**src/rtl/divstep_unit.sv**
```systemverilog
module divstep_unit #(
  parameter int W = 32
) (
  input  logic         clk,
  input  logic         rst_n,
  input  logic         cmd_valid,
  input  logic [1:0]   cmd,
  input  logic [W-1:0] wr_rem,
  input  logic         wr_t,
  input  logic [W-1:0] divisor,
  output logic [W-1:0] rem_q,
  output logic         q_flag,
  output logic         m_flag,
  output logic         t_flag
);

  localparam logic [1:0] OP_WR    = 2'b00;
  localparam logic [1:0] OP_INITU = 2'b01;
  localparam logic [1:0] OP_INITS = 2'b10;
  localparam logic [1:0] OP_STEP  = 2'b11;

  logic [W-1:0] shifted;
  logic [W:0]   sum_ext;
  logic [W:0]   dif_ext;
  logic         do_sub;
  logic [W-1:0] step_rem;
  logic         step_cb;
  logic         step_q;

  assign shifted  = {rem_q[W-2:0], t_flag};
  assign do_sub   = (q_flag == m_flag);
  assign sum_ext  = {1'b0, shifted} + {1'b0, divisor};
  assign dif_ext  = {1'b0, shifted} - {1'b0, divisor};
  assign step_rem = do_sub ? dif_ext[W-1:0] : sum_ext[W-1:0];
  assign step_cb  = do_sub ? dif_ext[W] : sum_ext[W];
  assign step_q   = rem_q[W-1] ^ m_flag ^ step_cb;

  always_ff @(posedge clk or negedge rst_n) begin
    if (!rst_n) begin
      rem_q  <= '0;
      q_flag <= 1'b0;
      m_flag <= 1'b0;
      t_flag <= 1'b0;
    end else if (cmd_valid) begin
      case (cmd)
        OP_WR: begin
          rem_q  <= wr_rem;
          t_flag <= wr_t;
        end
        OP_INITU: begin
          q_flag <= 1'b0;
          m_flag <= 1'b0;
          t_flag <= 1'b0;
        end
        OP_INITS: begin
          q_flag <= rem_q[W-1];
          m_flag <= divisor[W-1];
          t_flag <= rem_q[W-1] ^ divisor[W-1];
        end
        default: begin
          rem_q  <= step_rem;
          q_flag <= step_q;
          t_flag <= (step_q == m_flag);
        end
      endcase
    end
  end

  assert_write_loads_R1: assert property (@(posedge clk) disable iff (!rst_n)
    cmd_valid && cmd == OP_WR |=> rem_q == $past(wr_rem) && t_flag == $past(wr_t)
      && $stable(q_flag) && $stable(m_flag));

  assert_initu_clears_R2: assert property (@(posedge clk) disable iff (!rst_n)
    cmd_valid && cmd == OP_INITU |=> !q_flag && !m_flag && !t_flag && $stable(rem_q));

  assert_inits_signs_R3: assert property (@(posedge clk) disable iff (!rst_n)
    cmd_valid && cmd == OP_INITS |=> q_flag == $past(rem_q[W-1])
      && m_flag == $past(divisor[W-1]) && $stable(rem_q));

  assert_step_keeps_m_R5: assert property (@(posedge clk) disable iff (!rst_n)
    cmd_valid && cmd == OP_STEP |=> $stable(m_flag));

  assert_t_tracks_qm_R6: assert property (@(posedge clk) disable iff (!rst_n)
    cmd_valid && (cmd == OP_STEP || cmd == OP_INITS) |=> t_flag == (q_flag ^~ m_flag) ^ (cmd == OP_INITS ? 1'b0 : 1'b0) ^ ($past(cmd) == OP_INITS));

  assert_idle_holds_R7: assert property (@(posedge clk) disable iff (!rst_n)
    !cmd_valid |=> $stable(rem_q) && $stable(q_flag) && $stable(m_flag) && $stable(t_flag));

endmodule

```
**config.mk**
```make
export PLATFORM = sky130hd
export DESIGN_NAME = divstep_unit
export DESIGN_NICKNAME = d
export VERILOG_FILES = /design/src/rtl/divstep_unit.sv
export SDC_FILE = /design/constraint.sdc
export NUM_CORES = 1
export LEC_CHECK = 0
export BUFFER_PORTS_ARGS = -buffer_cell sky130_fd_sc_hd__buf_4
export CAP_MARGIN = 20
export CORE_MARGIN = 4
export CORE_UTILIZATION = 61
export CTS_BUF_LIST = sky130_fd_sc_hd__clkbuf_2 sky130_fd_sc_hd__clkbuf_4 sky130_fd_sc_hd__clkbuf_8
export DETAILED_ROUTE_END_ITERATION = 8
export PLACE_DENSITY_LB_ADDON = 0.3
export SLEW_MARGIN = 20
export SYNTH_ARGS = -nofsm -noshare
export SYNTH_HDL_FRONTEND = slang
export SYNTH_SLANG_ARGS = --single-unit
```
**constraint.sdc**
```tcl
create_clock -name clk -period 6.9 [get_ports clk]
set_clock_uncertainty 0.05 [all_clocks]
set_input_delay 1.38 -clock clk [delete_from_list [all_inputs] [get_ports clk]]
set_output_delay 1.38 -clock clk [all_outputs]
set_load 0.02 [all_outputs]
```
Word level (Yosys, flattened, before mapping)
Cells that the tools add are included.
- word-level logic and storage cells: 27
- output and inout port bits: 35
- input bits: 70
- register bits after elaboration: 35
- bitwise operators: 5
- eq/ne operators: 4
- reductions and logical operators: 6
- muxes and demuxes: 6
- add/sub/neg operators: 2
- operators by type and width (operator ; count):
    $pmux W32 S2 ; 1
    $add A32 B32 Y33 ; 1
    $sub A32 B32 Y33 ; 1
    $mux W32 ; 1
    $pmux W1 S3 ; 2
    $reduce_and A2 Y1 ; 3
    $xor A1 B1 Y1 ; 3
    $eq A1 B1 Y1 ; 2
    $eq A2 B1 Y1 const B ; 1
    $eq A2 B2 Y1 const B ; 1
    $logic_not A2 Y1 ; 1
    $not A1 Y1 ; 2
    $pmux W1 S2 ; 1
    $reduce_bool A2 Y1 ; 1
    $reduce_or A2 Y1 ; 1
    $mux W1 ; 1

Longest topological paths before layout
Gate-level depths: netlist (run 1).
- depth after elaboration: 5
- mapped depth: 14
- mapped depth without buffers: 14

Worst setup path before layout (run 1)
OpenSTA, ideal clock, no wires.
- path kind: input-to-reg
- start: in divisor[0]
- end: reg t_flag
- required time: 6.725 ns
- library setup time: 0.125 ns
- slack: 2.881 ns
- data arrival time: 3.844 ns
- path buffers: 0
- cell stages on the path: 13
- cells stage by stage: ha_1 inv_1 fa_1 a211oi_2 o21ai_1 o211ai_2 a31oi_2 a211o_1 a211o_1 nor3_2 xor2_1 a21oi_1 mux2_2
- word-level cells in the longest chain between the ends: 5
- elaborated cells between the ends (all ways): 6
- those cells by class: add/sub (2); eq/ne (1); mux (2); bitwise (1)
- ends and longest elaborated chain (what ; line ; text):
    start: declaration ; 10 ; input logic [W-1:0] divisor,
    $add A32 B32 Y33 / $sub A32 B32 Y33 (equally long branches) ; 32, 33 ;
    $mux W1 * ; 35 ; assign step_cb = do_sub ? dif_ext[W] : sum_ext[W];
    $xor A1 B1 Y1 * ; 36 ; assign step_q = rem_q[W-1] ^ m_flag ^ step_cb;
    $eq A1 B1 Y1 * ; 63 ; t_flag <= (step_q == m_flag);
    $pmux W1 S3 * ; 45 ; case (cmd)
    end signal: assignment ; 48 ; t_flag <= wr_t;
    end signal: assignment ; 58 ; t_flag <= rem_q[W-1] ^ divisor[W-1];
    end signal: assignment ; 63 ;
    end: declaration ; 14 ; output logic t_flag
Mark *: on every way between the ends. The rest lies on a longest branch, timed or not.
A chain may end at the register's enable or synchronous reset.

Final worst setup path (run 1)
Same ends and word-level chain as after synthesis.

==> reports/results.tsv, run 1 <==
stage	metric	value	unit
timing	Final Hold Viols	0	
cts	total clock sinks	35	
worst_setup_path	Slowest cell on crit path	fa_1	
job	# Max-Cap Violations	0	
drt	drc violations	0	
power	worst vdd rail ir drop	265.9	uV
cts	TritonCTS Buffers	5	
power	Leak	3.022	nW
floorplan	chip width	101.6	um
drt	via count	5681	
cts	CTS tree	built	
placement	gpl congestion	0.9741	
worst_setup_path	R2R Path End	t_flag$_DFFE_PN0P_	
timing	Tmin final	4108	ps
hold_path	hold path cells	2	
placement	Place WS	2507	ps
logic_synthesis	YS warnings	0	
timing	highest clock rate	243.4	MHz
timing	worst slew pin tran	720.7	ps
cts	CTS Hold Bufs	0	
floorplan	I/O Pins	105	
floorplan	die area	10320	um^2
cts	clock-pin slew on the worst setup and hold paths	80	ps
power	P per Cell Area	461.8	nW/um^2
worst_setup_path	Worst path most repeated cell	a211o_1	
logic_synthesis	post-synthesis cell area	5341	um^2
logic_synthesis	Syn Area/Cell	7.367	um^2
worst_setup_path	Buf/Inv on CP	2	
logic_synthesis	Post-synth ARST share	100.0	%
drt	Routed WL	15920	um
global_route	met1 GRT Util	40.90	%
drt	drt initial violations	351	
worst_setup_path	worst endpoint required time	7040	ps
placement	placed insts	896	
global_route	GRT overflow	0	
global_route	vias in the first global route	5491	
worst_setup_path	worst r2r src	t_flag$_DFFE_PN0P_	
hold_path	HP Class	reg2reg	
worst_setup_path	Arr. time, crit path	4250	ps
timing	max_slew headroom	51.32	%
logic_synthesis	post-synthesis cell type count	78	
finish	Ant. Diodes	0	
worst_setup_path	Crit. End Element	flop	
timing	endpoints failing setup	0	
worst_setup_path	r2r setup slk	3460	ps
finish	Nets	937	
global_route	met2 GRT Util	51.76	%
logic_synthesis	Synth top area share	16.40	%
timing	Final period util	59.54	%
logic_synthesis	Main synth FF type	dfrtp_1	
logic_synthesis	Synth Instances	725	
placement	Final HPWL DP	12180	um
drt	Detailed Routing Iterations Pass 1	6	
worst_setup_path	crit-path cells	buf_4 -> ha_1 -> inv_1 -> fa_1 -> a211oi_2 -> o21ai_1 -> o211ai_2 -> a31oi_2 -> a211o_1 -> a211o_1 -> nor3_2 -> xor2_1 -> a21oi_1 -> mux2_2	
timing	setup ws final	2792	ps
drt	via/cell ratio	6.284	
logic_synthesis	synthesized net count	864	
cts	Post CTS Setup Buffer Count	0	
global_route	largest net degree at the start of global routing	61	
floorplan	Core Area	8382	um^2
run_status	status	completed	
floorplan	Die Ht	101.6	um
timing	setup tns final	0	ps
worst_setup_path	worst r2r path cells	14	
worst_setup_path	biggest cell delay along the critical path	420	ps
worst_setup_path	worst-path fanout max	4	
global_route	GR peak layer	met2	
global_route	GR Util met3	3.512	%
global_route	global-route wire length before repair	25890	um
worst_setup_path	Crit Path Class	in2reg	
global_route	initial antenna violation count	0	
cts	CTS root buf	clkbuf_8	
placement	number of port buffers	104	
drt	Routed wire per std cell	17.61	um
logic_synthesis	Post-synth EDFFs	0	
cts	post-cts sizing count	0	
finish	share of post-route cells with drive strength above 1	18.52	%
worst_setup_path	CP startpoint kind	input pin	
cts	H-tree Lvls	2	
logic_synthesis	register area share after synthesis	16.40	%
timing	Final Max Tran Viols	0	
global_route	total track usage	30.57	%
worst_setup_path	family with the most delay on the worst path	compound AO/OA/AOI/OAI gates	
finish	non-filler cells, final	904	
cts	clk buf depth	2	
timing	RSZ-0062 raised after global routing	no	
drt	Antenna Violating Nets Remaining	0	
logic_synthesis	Synth area leader	dfrtp_1	
hold_path	Worst Min Path Start	rem_q[4]$_DFFE_PN0P_	
hold_path	Worst Hold End	rem_q[4]$_DFFE_PN0P_	
logic_synthesis	flops & latches, synth	35	
floorplan	Initial Utilization	63.73	%
finish	area grow syn2layout	16.54	%
floorplan	# rows	33	
cts	clk_lat worst skew	300	ps
logic_synthesis	dominant cells by area after synthesis	dfrtp_1, ha_1, a21oi_1	
-- per-stage QoR --
stage                     hold WS, ps  total power, mW  instance area, um^2  util, %
final                           505.2            2.875                 6225    74.26
after global routing            555.6            3.102                 6225    74.26
after CTS                       504.5            2.835                 6225    74.26
after detailed placement        487.6            2.642                 6121    73.03
after global placement          474.9            2.607                 6121    73.03
after floorplan                 580.0            2.067                 5341        -
-- sequential cells by signal, indices dropped and copies added, names as in the netlist --
| signal | flops |
|---|---|
| rem_q | 32 |
| t_flag | 1 |
| m_flag | 1 |
| q_flag | 1 |
-- metal layers --
| metal | part of all wire (%) | vias to the layer above | wire length [um] |
|---|---|---|---|
| met5 | 0 | - | 0 |
| met1 | 43 | 2630 | 6821 |
| met3 | 7.2 | 42 | 1143 |
| met2 | 47 | 280 | 7535 |
| li1 | - | 2729 | - |
| met4 | 2.6 | 0 | 418 |
-- how the worst max path moves through the flow --
stage,start,end,cells after the start
global route,divisor[0],t_flag$_DFFE_PN0P_,14
CTS,divisor[0],t_flag$_DFFE_PN0P_,14
finish,divisor[0],t_flag$_DFFE_PN0P_,14
floorplan,divisor[0],t_flag$_DFFE_PN0P_,13
global placement,divisor[0],t_flag$_DFFE_PN0P_,14
detailed placement,divisor[0],t_flag$_DFFE_PN0P_,14
-- where the power goes --
| part | internal (mW) | switching, mW | total (mW) |
|---|---|---|---|
| clock | 0.0953 | 0.0845 | 0.180 |
| sequential | 0.298 | 0.120 | 0.418 |
| combinational | 0.918 | 1.36 | 2.28 |
-- cell type report --
class                   count  area [um^2]
fillers                   697         2157
well taps                 105        131.4
clock buffers               8        103.9
flip-flops and latches     35        875.8
multi-input cells         580         4044
inverters                  67        251.5
repair buffers            109        818.3
-- logic make-up (layout without fill, tap and decap cells) --
logic type | count (synthesis) | in the layout | share of synthesized area [%]
AOI/OAI and AO/OA | 251 | 251 | 31.41
and+or+nand+nor | 214 | 214 | 19.30
buffers and inverters | 110 | 184 | 8.269
adders and majority gates | 69 | 69 | 16.44
DFF | 35 | 35 | 16.40
xor gates and xnor gates | 31 | 31 | 5.341
muxes | 15 | 15 | 2.834
-- cell usage in the layout, fill, tap and decap left out, drive strengths merged, types with 3 or more instances in the layout --
master and n:
o22ai 3, ha 67, dfrtp 35, nor2 62, o21ai 56, a211o 6
o41ai 5, inv 67, buf 109, nand2 51, nor3 27, nor2b 12
nand4 6, a31oi 7, mux2i 14, o211ai 14, or3 3, or4 4
o21ba 3, a21oi 87, xor2 9, a211oi 10, o21bai 10, nor4 4
and3 9, o31a 3, xnor2 21, o221ai 3, a2111oi 3, nand3 17
nand2b 9, clkbuf 8, a221oi 8, o31ai 5, a21o 9
-- Yosys cell counts (5+ instances only) --
cell type and instances:
a31oi_1 6, o21bai_1 9, xnor2_1 21, ha_1 67
nand2_1 51, a21o_1 9, o21ai_1 22, nor2_1 62
o31ai_1 5, dfrtp_1 35, mux2i_1 14, xor2_1 9
a21oi_1 86, a221oi_1 7, nand3_1 17, and3_1 9
a211o_1 6, inv_2 5, a211oi_1 7, nand4_1 5
nand2b_1 9, o21ai_0 34, clkbuf_1 33, inv_1 62
nor2b_1 12, nor3_1 26, o211ai_1 10
-- worst min-delay path, stage by stage, from the launching register on --
cell     delay [ps]
dfrtp_1         400
nand2_1          60
o21ai_0          70
Note: power is estimated with default switching activity, not from simulation.
==> run 2: changes to the inputs <==
Settings changed: ABC_AREA from default to 1, CORE_UTILIZATION 61 to 55.
Clock period 6.9 ns to 3.6 ns, I/O delays scaled along.
==> run 2 against run 1 <==
Net effect: design area is 23% higher; via count is 37% higher; hold slack worse by 190 ps; critical path depth is 3 higher; critical endpoint is now rem_q[31]$_DFFE_PN0P_; worst setup slack worse by 1700 ps; power is 120% higher; synthesized area is 25% higher; highest routed layer unchanged.
==> reports/results.tsv, run 2 <==
stage	metric	value	unit	change
logic_synthesis	Post-Synth Adder-Cell Area	13.11	%	-3.3 points
drt	via count	7785		+37%
drt	drt initial violations	787		+120%
cts	clk_lat worst skew	320	ps	+20 ps
finish	# fillers	1286		+85%
finish	Nets	1520		+62%
hold_path	HP Class	in2async		
cts	TritonCTS Buffers	5		unchanged
job	# Max-Cap Violations	0		unchanged
cts	CTS tree	built		
cts	clock-pin slew on the worst setup and hold paths	90	ps	about the same
timing	Final period util	69.90	%	
worst_setup_path	biggest cell delay along the critical path	380	ps	-40 ps
logic_synthesis	Syn Area/Cell	5.157	um^2	-30%
logic_synthesis	largest family of logic cells by synthesized area	simple AND/OR/NAND/NOR gates		
placement	placed insts	1521		+70%
finish	commonest non-fill, non-tap cell in the layout	nand2_1		
finish	non-filler cells, final	1529		+69%
logic_synthesis	register area share after synthesis	13.07	%	-3.3 points
timing	worst slew pin tran	762.1	ps	+41.35 ps
logic_synthesis	top post-synthesis cells by count	nand2_1, inv_1, nor2_1		
floorplan	Initial Utilization	56.00	%	-7.7 points
finish	Ant. Diodes	0		unchanged
global_route	GRT overflow	0		unchanged
global_route	initial antenna violation count	0		unchanged
placement	Post-DP Area	7540	um^2	+23%
logic_synthesis	Synth Instances	1299		+79%
timing	setup tns final	0	ps	unchanged
worst_setup_path	worst r2r path cells	10		-4
global_route	largest net degree at the start of global routing	40		-34%
drt	drc violations	0		unchanged
logic_synthesis	Synth top area share	29.47	%	+13 points
logic_synthesis	synthesized net count	1438		+66%
finish	Final Cell Area	7629	um^2	+23%
logic_synthesis	simple-gate share of the synthesized area	45.91	%	+27 points
timing	Final Max Tran Viols	0		unchanged
drt	Routed WL	21460	um	+35%
worst_setup_path	R2R Path End	rem_q[30]$_DFFE_PN0P_		
power	Clock power frac	5.4	%	-0.9 points
worst_setup_path	worst r2r src	m_flag$_DFFE_PN0P_		
finish	post-route core utilization	63.78	%	-10 points
cts	H-tree Lvls	2		unchanged
finish	share of post-route cells with drive strength above 1	10.20	%	-8.3 points
floorplan	# rows	40		+21%
power	worst vdd rail ir drop	391.1	uV	+47%
cts	post-cts sizing count	0		unchanged
placement	Place WS	802.0	ps	-1705 ps
logic_synthesis	YS warnings	0		unchanged
worst_setup_path	Slowest cell on crit path	ha_1		
drt	Detailed Routing Iterations Pass 1	5		-1
worst_setup_path	Arr. time, crit path	2680	ps	-1570 ps
power	P per Cell Area	812.8	nW/um^2	+76%
run_status	status	completed		
worst_setup_path	worst-path fanout max	8		+4
placement	gpl congestion	1.012		+3.9%
worst_setup_path	CP startpoint kind	input pin		
timing	RSZ-0062 raised after global routing	no		
power	power share of the combinational group	81.6	%	+2.4 points
logic_synthesis	Post-synth ARST share	100.0	%	unchanged
cts	Post CTS Setup Buffer Count	0		unchanged
timing	endpoints failing setup	0		unchanged
logic_synthesis	Synth area leader	nand2_1		
logic_synthesis	dominant cells by area after synthesis	nand2_1, inv_1, dfrtp_1		
logic_synthesis	Main synth FF type	dfrtp_1		
floorplan	Core Area	11960	um^2	+43%
timing	Final Hold Viols	0		unchanged
worst_setup_path	r2r setup slk	1130	ps	-2330 ps
timing	setup ws final	1083	ps	-1708 ps
logic_synthesis	post-synthesis cell area	6699	um^2	+25%
cts	clk buf depth	2		unchanged
finish	commonest cells after routing, fill and taps aside	nand2_1, inv_1, nor2_1		
power	overall power	6.201	mW	+120%
drt	via/cell ratio	5.092		-19%
cts	CTS Hold Bufs	0		unchanged
finish	Largest Register	rem_q		
worst_setup_path	worst endpoint required time	3770	ps	-3270 ps
logic_synthesis	mux cell area share after synthesis	0	%	-2.8 points
drt	Routed wire per std cell	14.03	um	-20%
floorplan	I/O Pins	105		unchanged
drt	Antenna Violating Nets Remaining	0		unchanged
timing	Tmin final	2517	ps	
global_route	vias in the first global route	6997		+27%
floorplan	chip width	118.4	um	+17%
placement	Final HPWL DP	17450	um	+43%
logic_synthesis	compound-cell area share of the yosys netlist	9.488	%	-22 points
cts	total clock sinks	35		unchanged
power	Seq pwr share	13.0	%	-1.5 points
floorplan	die area	14010	um^2	+36%
timing	hold_ws	319.0	ps	-186.2 ps
global_route	total track usage	30.30	%	-0.27 points
power	switching part of the total	61.34	%	+7.0 points
cts	CTS root buf	clkbuf_8		
worst_setup_path	Worst path most repeated cell	nand2_1		
finish	max FFs per register	32		unchanged
timing	max_slew headroom	49.12	%	-2.2 points
timing	highest clock rate	397.4	MHz	
global_route	global-route wire length before repair	34410	um	+33%
finish	area grow syn2layout	13.88	%	
worst_setup_path	crit-path cells	buf_4 -> inv_1 -> ha_1 -> nor2_1 -> nand2_1 -> inv_1 -> nand3_1 -> nand2_1 -> nand2_1 -> nand2_1 -> nand2_1 -> nand2_1 -> nand2_1 -> nand3_1 -> nand3_1 -> nand2_1 -> nand2_1		
logic_synthesis	Post-synth EDFFs	0		unchanged
power	internal power	2.397	mW	+83%
floorplan	Die Ht	118.4	um	+17%
worst_setup_path	Crit Path Class	in2reg		
power	switching pwr	3.803	mW	+140%
power	Leak	4.809	nW	+59%
logic_synthesis	most frequent cell after synthesis	nand2_1		
logic_synthesis	Post-Synth XOR/XNOR Area	1.550	%	-3.8 points
logic_synthesis	flops & latches, synth	35		unchanged
worst_setup_path	Crit. End Element	flop		
logic_synthesis	post-synthesis cell type count	32		-59%
placement	number of port buffers	104		unchanged
==> run 2: area by class of cell <==
cell class / instances / area [um^2] / area share (%)
tap: 147 / 183.9 / 2.411
inverter: 254 / 953.4 / 12.50
sequential: 35 / 875.8 / 11.48
timing repair buffer: 111 / 833.3 / 10.92
clock buffer: 7 / 83.83 / 1.099
clock inverter: 1 / 5.005 / 0.06561
multi-input combinational: 974 / 4693 / 61.52
==> run 2: cell families (layout without fill, tap and decap cells) <==
| kind of cell | after synthesis | in the layout |
|---|---|---|
| buffers and inverters | 290 | 373 |
| flip-flops | 35 | 35 |
| AO/OA/AOI/OAI | 119 | 119 |
| AND/OR/NAND/NOR | 775 | 775 |
| XOR/XNOR | 11 | 11 |
| adder cells (fa/ha/maj) | 69 | 69 |
==> run 2: worst max path at each step <==
stage           startpoint                     to  slack, ps  cells past startpoint
2_1_floorplan  divisor[23]     q_flag$_DFFE_PN0P_       1290                     16
3_3_place_gp    divisor[5]  rem_q[31]$_DFFE_PN0P_        800                     17
3_5_place_dp   divisor[11]  rem_q[29]$_DFFE_PN0P_        800                     15
4_1_cts        divisor[11]  rem_q[29]$_DFFE_PN0P_       1140                     15
5_1_grt         divisor[5]  rem_q[31]$_DFFE_PN0P_        870                     17
6_report        divisor[5]  rem_q[31]$_DFFE_PN0P_       1080                     17
==> run 2: layer usage <==
layer	global-route usage [%]	share of wire, %	vias up	wire (um)
li1	-	-	4039	-
met1	42.45	46	3397	9796
met2	49.80	44	324	9453
met3	4.211	8.9	25	1903
met4	6.007	1.4	0	304
met5	0	0	-	0
==> run 2: critical path: cells and delay by family <==
kind | cells | cell delay [ps]
adders and majority gates | 1 | 380
buffers and inverters | 3 | 200
and+or+nand+nor | 13 | 1390
==> run 2: power groups by stage <==
stage | combinational [mW] | sequential (mW) | clock, mW
after detailed placement | 4.96 | 0.809 | 0
after CTS | 4.99 | 0.802 | 0.345
final | 5.06 | 0.804 | 0.336
after floorplan | 3.38 | 0.988 | 0
after global routing | 5.69 | 0.835 | 0.359
after global placement | 4.92 | 0.803 | 0
==> run 3: changes to the inputs <==
Clock period 3.6 ns to 2.26 ns, I/O delays scaled along.
==> run 3 against run 2 <==
Net effect: the flow now finishes with violations (setup timing); die area did not move; utilization is 14 points higher; critical path type is now reg2reg; largest power group unchanged; sequential power grew 55%; clock power is 77% higher; hold slack lost 270 ps; highest routed layer unchanged; final cell count rose by 8.5%; routed wire length up 18%; sequential cell count stayed put.
==> reports/results.tsv, run 3 (synthesis results as in run 2) <==
stage	metric	value	unit	change
cts	CTS Hold Bufs	0		unchanged
drt	Antenna Violating Nets Remaining	0		unchanged
finish	Nets	1650		+8.6%
timing	Final Max Tran Viols	0		unchanged
worst_setup_path	worst endpoint required time	2440	ps	-1330 ps
worst_setup_path	CP startpoint kind	flop		
timing	highest clock rate	423.9	MHz	
cts	total clock sinks	35		unchanged
worst_setup_path	worst-path fanout max	3		-5
worst_setup_path	Buf/Inv on CP	3		unchanged
drt	Routed wire per std cell	15.32	um	+9.2%
timing	Tmin final	2359	ps	
worst_setup_path	Slowest cell on crit path	dfrtp_1		
drt	Routed WL	25410	um	+18%
floorplan	I/O Pins	105		unchanged
finish	Largest Register	rem_q		
worst_setup_path	crit-path cells	inv_1 -> ha_2 -> inv_2 -> fa_2 -> nand2_1 -> nand2_2 -> nand3_2 -> nand2_2 -> nand2_2 -> nand2_2 -> buf_6 -> nand2_4 -> nand2_2 -> nand2_1 -> nand2_1 -> nand2_1 -> nand3_2 -> nand2_1 -> nand2_1		
timing	Final period util	104.4	%	
cts	clk buf depth	2		unchanged
finish	commonest non-fill, non-tap cell in the layout	nand2_1		
worst_setup_path	Crit Path Class	reg2reg		
floorplan	Initial Utilization	56.00	%	unchanged
global_route	largest net degree at the start of global routing	52		+30%
cts	H-tree Lvls	2		unchanged
cts	TritonCTS Buffers	5		unchanged
floorplan	chip width	118.4	um	unchanged
worst_setup_path	Arr. time, crit path	2540	ps	-140 ps
drt	drt initial violations	939		+19%
timing	RSZ-0062 raised after global routing	yes		
run_status	status	finished with violations		
run_status	failing checks	setup timing		
drt	drc violations	0		unchanged
placement	gpl congestion	1.033		+2.0%
hold_path	HP Class	in2async		
timing	setup tns final	-455.8	ps	-455.8 ps
timing	worst slew pin tran	653.4	ps	-108.6 ps
cts	clk_lat worst skew	330	ps	about the same
worst_setup_path	family with the most delay on the worst path	simple AND/OR/NAND/NOR gates		
worst_setup_path	r2r setup slk	-100	ps	-1230 ps
placement	Final HPWL DP	19460	um	+12%
global_route	vias in the first global route	8066		+15%
finish	commonest cells after routing, fill and taps aside	nand2_1, inv_1, buf_4		
drt	via count	8726		+12%
global_route	global-route wire length before repair	38830	um	+13%
worst_setup_path	Worst path most repeated cell	nand2_1		
finish	area grow syn2layout	38.06	%	
power	worst vdd rail ir drop	804.0	uV	+110%
global_route	initial antenna violation count	0		unchanged
cts	clock-pin slew on the worst setup and hold paths	90	ps	about the same
finish	Ant. Diodes	0		unchanged
global_route	GRT overflow	0		unchanged
timing	hold_ws	51.35	ps	-267.7 ps
timing	max_slew headroom	56.38	%	+7.3 points
timing	Final Hold Viols	0		unchanged
finish	share of post-route cells with drive strength above 1	26.12	%	+16 points
finish	max FFs per register	32		unchanged
power	P per Cell Area	1380	nW/um^2	+70%
worst_setup_path	biggest cell delay along the critical path	420	ps	+40 ps
floorplan	Core Area	11960	um^2	unchanged
cts	CTS tree	built		
drt	via/cell ratio	5.260		+3.3%
floorplan	die area	14010	um^2	unchanged
floorplan	Die Ht	118.4	um	unchanged
timing	setup ws final	-98.98	ps	-1182 ps
drt	Detailed Routing Iterations Pass 1	6		+1
worst_setup_path	Crit. End Element	flop		
timing	endpoints failing setup	8		+8
finish	# fillers	985		-23%
job	# Max-Cap Violations	0		unchanged
global_route	total track usage	34.03	%	+3.7 points
power	Leak	5.503	nW	+14%
placement	number of port buffers	104		unchanged
floorplan	# rows	40		unchanged
cts	CTS root buf	clkbuf_8		
## run 3: power breakdown
part           switching [mW]  internal (mW)  total [mW]  leakage [nW]
logic                    6.46           4.46        10.9          5.02
clock network           0.317          0.279       0.596        0.0505
registers               0.335          0.917        1.25         0.428
total                    7.11           5.65        12.8          5.50
## run 3: worst paths after layout
kind / startpoint / end / cells past startpoint
min: rst_n / rem_q[8]$_DFFE_PN0P_ / 1
max reg2reg: t_flag$_DFFE_PN0P_ / rem_q[24]$_DFFE_PN0P_ / 19
min in group clk: wr_rem[0] / rem_q[0]$_DFFE_PN0P_ / 3
max: t_flag$_DFFE_PN0P_ / rem_q[24]$_DFFE_PN0P_ / 19
min reg2reg: rem_q[28]$_DFFE_PN0P_ / rem_q[28]$_DFFE_PN0P_ / 2
max in group asynchronous: rst_n / rem_q[0]$_DFFE_PN0P_ / 1
## run 3: layout make-up
cell class	instances	area, um^2	share of cell area (%)
repair buffers	241	1838	19.87
multi-input cells	974	5293	57.22
flip-flops and latches	35	877.1	9.483
clock buffers	7	96.34	1.042
clock inverters	1	7.507	0.08117
inverters	254	953.4	10.31
well taps	147	183.9	1.989
## run 3: what timing repair did
item,in CTS,in global routing
endpoints found under the hold margin,0,0
gates resized for setup,29,123
endpoints found under the setup margin,13,26
pin swaps,5,21
setup buffers,1,4
cloned,0,0
## run 3: routing by layer
metal | part of all wire [%] | vias up | track usage [%]
met1 | 43 | 3945 | 46.47
met5 | 0 | - | 0
met2 | 46 | 412 | 55.34
met4 | 3.2 | 0 | 12.31
li1 | - | 4309 | -
met3 | 8.0 | 60 | 3.876
## run 3: stage by stage
| step | utilization (%) | worst slack (ps) | instance area, um^2 | cells | power (mW) |
|---|---|---|---|---|---|
| 6_report | 77.32 | -98.98 | 9249 | 1659 | 12.77 |
| 5_1_grt | 77.32 | -180.0 | 9249 | 1659 | 13.83 |
| 4_1_cts | 73.20 | -13.79 | 8756 | 1656 | 11.66 |
| 3_5_place_dp | 71.15 | -286.5 | 8511 | 1647 | 10.84 |
| 3_3_place_gp | 71.15 | -240.0 | 8511 | 1647 | 10.65 |
| 2_1_floorplan | - | 134.3 | 6699 | 1299 | 6.960 |
